### config.mk
export PLATFORM = sky130hd
export DESIGN_NAME = spi_flag_ctrl
export DESIGN_NICKNAME = d
export VERILOG_FILES = /design/src/rtl/spi_flag_pkg.sv /design/src/rtl/spi_flag_cell.sv /design/src/rtl/spi_ss_select.sv /design/src/rtl/spi_flag_ctrl.sv
export SDC_FILE = /design/constraint.sdc
export NUM_CORES = 1
export LEC_CHECK = 0
export BUFFER_PORTS_ARGS = -buffer_cell sky130_fd_sc_hd__clkbuf_2
export CELL_PAD_IN_SITES_DETAIL_PLACEMENT = 0
export CELL_PAD_IN_SITES_GLOBAL_PLACEMENT = 1
export CORE_ASPECT_RATIO = 0.75
export CORE_MARGIN = 5
export CORE_UTILIZATION = 41
export DETAILED_ROUTE_END_ITERATION = 10
export HOLD_SLACK_MARGIN = 0.08
export PLACE_DENSITY_LB_ADDON = 0.1
export SLEW_MARGIN = 10
export SYNTH_ARGS = -nofsm -noshare
export SYNTH_HDL_FRONTEND = slang
export SYNTH_SLANG_ARGS = --single-unit
### constraint.sdc
create_clock -name clk -period 2.4 [get_ports clk]
set_input_delay 0.48 -clock clk [delete_from_list [all_inputs] [get_ports clk]]
set_output_delay 0.48 -clock clk [all_outputs]
set_load 0.05 [all_outputs]
### src/rtl/spi_flag_pkg.sv
package spi_flag_pkg;
  localparam int unsigned AW = 2;
  localparam logic [AW-1:0] A_CTRL = 2'd0;
  localparam logic [AW-1:0] A_STAT = 2'd1;
  localparam logic [AW-1:0] A_DATA = 2'd2;
  // flag slots, index into the flag vector
  localparam int unsigned NFLAG = 4;
  localparam int unsigned F_DONE = 0;
  localparam int unsigned F_WCOL = 1;
  localparam int unsigned F_OVR  = 2;
  localparam int unsigned F_MODF = 3;
  // control register bits
  localparam int unsigned C_IE = 7;
  localparam int unsigned C_PE = 6;
endpackage

### src/rtl/spi_flag_cell.sv
module spi_flag_cell #(
  parameter bit TWO_STEP = 1'b1
) (
  input  logic clk,
  input  logic rst,
  input  logic set,
  input  logic arm,
  input  logic fire,
  output logic flag,
  output logic mark
);
  always_ff @(posedge clk) begin
    if (rst) begin
      flag <= 1'b0;
      mark <= 1'b0;
    end else if (set) begin
      flag <= 1'b1;
      mark <= 1'b0;
    end else if (TWO_STEP) begin
      if (arm && flag) mark <= 1'b1;
      if (fire && mark) begin
        flag <= 1'b0;
        mark <= 1'b0;
      end
    end else if (arm) begin
      flag <= 1'b0;
    end
  end

  // set event wins over a clearing access
  a_r10_set_wins: assert property (@(posedge clk) disable iff (rst)
    set |=> flag);
  // a flag only rises after its event
  a_r1_rise_needs_set: assert property (@(posedge clk) disable iff (rst)
    $rose(flag) |-> $past(set));
  // a flag only falls after its own clearing access
  a_r1_fall_needs_seq: assert property (@(posedge clk) disable iff (rst)
    $fell(flag) |-> (TWO_STEP ? ($past(fire) && $past(mark)) : $past(arm)));
endmodule

### src/rtl/spi_ss_select.sv
module spi_ss_select #(
  parameter int unsigned STAGES = 2
) (
  input  logic clk,
  input  logic rst,
  input  logic pin,
  input  logic sw_sel,
  input  logic sw_lvl,
  output logic ss_lvl
);
  logic [STAGES-1:0] sync_q;

  generate
    if (STAGES < 2) begin : g_bad
      initial $error("STAGES must be at least 2");
    end
  endgenerate

  always_ff @(posedge clk) begin
    if (rst) begin
      sync_q <= '1;
      ss_lvl <= 1'b1;
    end else begin
      sync_q <= {sync_q[STAGES-2:0], pin};
      ss_lvl <= sw_sel ? sw_lvl : sync_q[STAGES-1];
    end
  end

  // software source overrides the pin
  a_r9_sw_source: assert property (@(posedge clk) disable iff (rst)
    $past(sw_sel) && !$past(rst) |-> ss_lvl == $past(sw_lvl));
endmodule

### src/rtl/spi_flag_ctrl.sv
module spi_flag_ctrl
  import spi_flag_pkg::*;
#(
  parameter int unsigned DW = 8,
  parameter int unsigned SYNC_STAGES = 2
) (
  input  logic          clk,
  input  logic          rst,
  input  logic [AW-1:0] addr,
  input  logic          rd,
  input  logic          wr,
  input  logic [DW-1:0] wdata,
  output logic [DW-1:0] rdata,
  input  logic          xfer_done,
  input  logic          rx_valid,
  input  logic [DW-1:0] rx_byte,
  input  logic          tx_busy,
  input  logic          master_mode,
  input  logic          ss_pin,
  output logic          irq,
  output logic          ss_int,
  output logic          sdo_oe,
  output logic [DW-1:0] rx_hold,
  output logic          dr_we
);
  localparam bit [NFLAG-1:0] TWO_STEP_MAP = 4'b1011;

  logic [DW-1:0]    ctrl_q;
  logic             sod_q, ssm_q, ssi_q;
  logic [NFLAG-1:0] f_set, f_arm, f_fire, f_flag, f_mark;
  logic stat_rd, stat_acc, ctrl_wr, data_wr, data_acc, wr_block;

  assign stat_rd  = rd && addr == A_STAT;
  assign stat_acc = (rd || wr) && addr == A_STAT;
  assign ctrl_wr  = wr && addr == A_CTRL;
  assign data_wr  = wr && addr == A_DATA;
  assign data_acc = (rd || wr) && addr == A_DATA;
  assign wr_block = f_flag[F_DONE] && !f_mark[F_DONE];

  always_comb begin
    f_set[F_DONE]  = xfer_done;
    f_arm[F_DONE]  = stat_rd;
    f_fire[F_DONE] = data_acc;
    f_set[F_WCOL]  = data_wr && tx_busy;
    f_arm[F_WCOL]  = stat_rd;
    f_fire[F_WCOL] = data_acc;
    f_set[F_OVR]   = rx_valid && f_flag[F_DONE];
    f_arm[F_OVR]   = stat_rd;
    f_fire[F_OVR]  = 1'b0;
    f_set[F_MODF]  = master_mode && !ss_int;
    f_arm[F_MODF]  = stat_acc;
    f_fire[F_MODF] = ctrl_wr;
  end

  generate
    for (genvar i = 0; i < NFLAG; i++) begin : g_flag
      spi_flag_cell #(.TWO_STEP(TWO_STEP_MAP[i])) u_cell (
        .clk(clk), .rst(rst), .set(f_set[i]), .arm(f_arm[i]),
        .fire(f_fire[i]), .flag(f_flag[i]), .mark(f_mark[i]));
    end
  endgenerate

  spi_ss_select #(.STAGES(SYNC_STAGES)) u_ss (
    .clk(clk), .rst(rst), .pin(ss_pin), .sw_sel(ssm_q), .sw_lvl(ssi_q),
    .ss_lvl(ss_int));

  always_ff @(posedge clk) begin
    if (rst) begin
      ctrl_q  <= '0;
      sod_q   <= 1'b0;
      ssm_q   <= 1'b0;
      ssi_q   <= 1'b0;
      rdata   <= '0;
      rx_hold <= '0;
      dr_we   <= 1'b0;
      irq     <= 1'b0;
      sdo_oe  <= 1'b0;
    end else begin
      if (ctrl_wr) ctrl_q <= wdata;
      if (wr && addr == A_STAT) {sod_q, ssm_q, ssi_q} <= wdata[2:0];
      if (rd) begin
        case (addr)
          A_CTRL:  rdata <= ctrl_q;
          A_STAT:  rdata <= {f_flag[F_DONE], f_flag[F_WCOL], f_flag[F_OVR],
                             f_flag[F_MODF], 1'b0, sod_q, ssm_q, ssi_q};
          A_DATA:  rdata <= rx_hold;
          default: rdata <= '0;
        endcase
      end
      if (rx_valid && !f_flag[F_DONE]) rx_hold <= rx_byte;
      dr_we  <= data_wr && !wr_block && !tx_busy;
      irq    <= ctrl_q[C_IE] && (f_flag[F_DONE] || f_flag[F_OVR] || f_flag[F_MODF]);
      sdo_oe <= ctrl_q[C_PE] && !sod_q;
    end
  end

  // a write refused by the pending flag never reaches the engine
  a_r2_block: assert property (@(posedge clk) disable iff (rst)
    (data_wr && f_flag[F_DONE] && !f_mark[F_DONE]) |=> !dr_we);
  // a colliding write is not passed on
  a_r3_collide: assert property (@(posedge clk) disable iff (rst)
    (data_wr && tx_busy) |=> !dr_we && f_flag[F_WCOL]);
  // overrun keeps the older byte
  a_r4_keep: assert property (@(posedge clk) disable iff (rst)
    (rx_valid && f_flag[F_DONE]) |=> $stable(rx_hold) && f_flag[F_OVR]);
  // interrupt follows enable and flags
  a_r6_irq: assert property (@(posedge clk) disable iff (rst)
    !$past(rst) |-> irq == ($past(ctrl_q[C_IE]) &&
      ($past(f_flag[F_DONE]) || $past(f_flag[F_OVR]) || $past(f_flag[F_MODF]))));
  // output enable needs peripheral enable and no disable
  a_r8_oe: assert property (@(posedge clk) disable iff (rst)
    sdo_oe |-> $past(ctrl_q[C_PE]) && !$past(sod_q));
  // mode fault only in master mode
  a_r5_modf: assert property (@(posedge clk) disable iff (rst)
    $rose(f_flag[F_MODF]) |-> $past(master_mode) && !$past(ss_int));
endmodule

==> run summary <==
Clk_skew = 0.00460 ns
WP data required = 2.56 ns
Top delay family on crit path = buffers and inverters
Final setup vio count = 0
Largest net degree at the start of global routing = 26
Worst Setup Slack, final = 0.940 ns
Layout cell share with drive strength beyond 1 = 31.8%
Most common cell after layout, fill and taps aside = clkbuf_2
Final slew viol count = 0
# H-tree levels = 2
Number of fill cells = 412
Worst-Margin Slew = 0.498 ns
Worst-case clock buffer depth = 2
Ys Warns = 0
Post-route setup TNS = 0 ns
Via count = 1346
Clock tree sinks = 40
DRT Wirelength = 3830 µm
CTS Hold Bufs = 0
Slowest-stage cell, CP = nor3b_2
First-pass DRT Iterations = 4
Critical Path End Type = register
Clock buffer count from CTS = 5
CP Cell Sequence = clkbuf_2, nor3b_2, buf_4, mux2i_1, nor2_1
GP Congestion = 0.734
Height of the die = 64.8 µm
Postcts setup bufs = 0
Final Cycle Share = 60.8%
Wire per inst = 14.3 µm
Relative slew slack = 66.8%
GRT Resource Usage Total = 15.1%
Worst hold path class = in -> reg
GR Overflow Total = 0
PwrDens = 689 nW/µm²
Vias in the first global route = 1330
Worst EP arrival = 1.62 ns
PortBufs = 46
Final Hold Viols = 0
CTS tree = built
First-pass GRT wire length = 6470 µm
Run status = finished, final reports clean
CTS resizes = 0
Cell area after synthesis = 1640 µm²
DRT antenna net count = 0
RSZ-0062 raised after global routing = false
Clk_lat worst skew = 0.28 ns
Seq cells post-synth = 40
Initial antenna violation count = 0
Commonest non-fill, non-tap cells in the layout = clkbuf_2, dfxtp_1, nor2_1
Die X = 83.1 µm
Worst vdd ir = 0.302 mV
# IOs = 47
Synth Net Count = 196
Vias per inst = 5.00
Initial Util = 41.6%
DRC viols = 0
Syn avg cell area = 9.73 µm²
Max-cap viol count = 0
Post-synth cell types = 32
P_leak = 0.834 nW
Sequential-to-total area share from yosys stat = 48.7%
Startpoint Class = input port
Max incr delay on CP = 0.37 ns
Setup CP Type = in -> reg
Core area = 3950 µm²
DIE AREA = 5390 µm²
Synth Instances = 169
FMAX = 685 MHz
HPWL after DPL = 2780 µm
Layout area overhead = 21.0%
CTS clk-pin slew, worst paths = 0.07 ns
WP buf/inv = 2
Diode count = 0
Total Nets Final = 240
Crit Path Max Fanout = 20
# rows = 20
Iteration-0 DRC count of the detailed router = 52
Pre-CTS setup slack = 0.648 ns
Root Driver = clkbuf_8
Min Tclk post-route = 1.46 ns
[state kept, by name, summed over array words and instances, names as in the netlist]
name and cells:
irq 1, u_ss.ss_lvl 1, ssm_q 1, ssi_q 1, sdo_oe 1, u_ss.sync_q 2, ctrl_q 8, rdata 8
dr_we 1, rx_hold 8, sod_q 1, g_flag.u_cell.mark 3, g_flag.u_cell.flag 4
[per-stage QoR]
stage	power [mW]	util (%)	hold WS, ns	instances	instance area [µm²]
floorplan	0.875	-	0.389	169	1640
global placement	0.933	48.0	0.394	261	1900
detailed placement	0.936	48.0	0.400	261	1900
CTS	1.38	50.3	0.363	269	1990
global route	1.44	50.3	0.356	269	1990
finish	1.37	50.3	0.368	269	1990
[where the power goes]
part	switching [mW]	internal, mW	total, mW	leakage, nW
Combinational	0.134	0.0721	0.206	0.462
Sequential	0.0207	0.693	0.713	0.327
Clock	0.216	0.234	0.451	0.0455
[synth_stat cells]
master     count  area [µm²]
or2_1          1        6.26
nand3b_1       8        60.1
nand3_1        4        20.0
buf_4          2        15.0
and2b_1        1        7.51
a2111oi_0      1        8.76
clkbuf_1       5        18.8
a31o_1         1        8.76
or3_1          1        6.26
o311a_1        1        10.0
buf_6          2        22.5
a21oi_1        5        25.0
o2bb2ai_1      1        8.76
a22o_1         1        8.76
or2_2          2        12.5
nor2b_1        3        18.8
inv_2          1        3.75
nor3b_1        3        22.5
mux2i_1       17         170
nand2_1       11        41.3
a221oi_1       1        8.76
a22oi_1        1        7.51
dfxtp_1       40         801
nor2_1        26        97.6
buf_2          3        15.0
nand2b_1       2        12.5
a21bo_2        1        10.0
a311oi_1       7        61.3
mux2_2         8        90.1
inv_1          4        15.0
nor3_1         1        5.00
a31oi_1        4        25.0
[metal layers]
metal,wire length (µm),global-route usage [%],up-vias
met5,0,0,-
met4,38,4.69,0
met3,229,5.59,6
met2,1680,23.5,34
met1,1890,19.4,626
li1,-,-,680
[cell families (layout without fill, tap and decap cells)]
kind of cell           Yosys count  count (layout)  share of synthesized area [%]
multiplexers                    25              25                           15.8
flip-flops                      40              40                           48.7
AO/OA/AOI/OAI                   24              24                           11.1
buffers and inverters           17              62                           5.48
AND/OR/NAND/NOR                 63              63                           18.9
[cell type report]
cell class	count	area [µm²]	share of cell area [%]
multi-input combinational	112	758	38.1
clock buffer	8	90.1	4.53
sequential	40	801	40.3
inverter	5	18.8	0.943
tap	55	68.8	3.46
timing repair buffer	49	253	12.7
[path summary, 6_finish.rpt]
path / start / to / slack (ns) / depth (start not counted)
max reg2reg: g_flag[0].u_cell.flag / rx_hold[1] / 1.25 / 4
max: addr[1] / ctrl_q[1] / 0.94 / 5
min reg2reg: u_ss.sync_q[0] / u_ss.sync_q[1] / 0.41 / 1
min: xfer_done / g_flag[0].u_cell.mark / 0.37 / 2
Note: power is estimated with default switching activity, not from simulation.
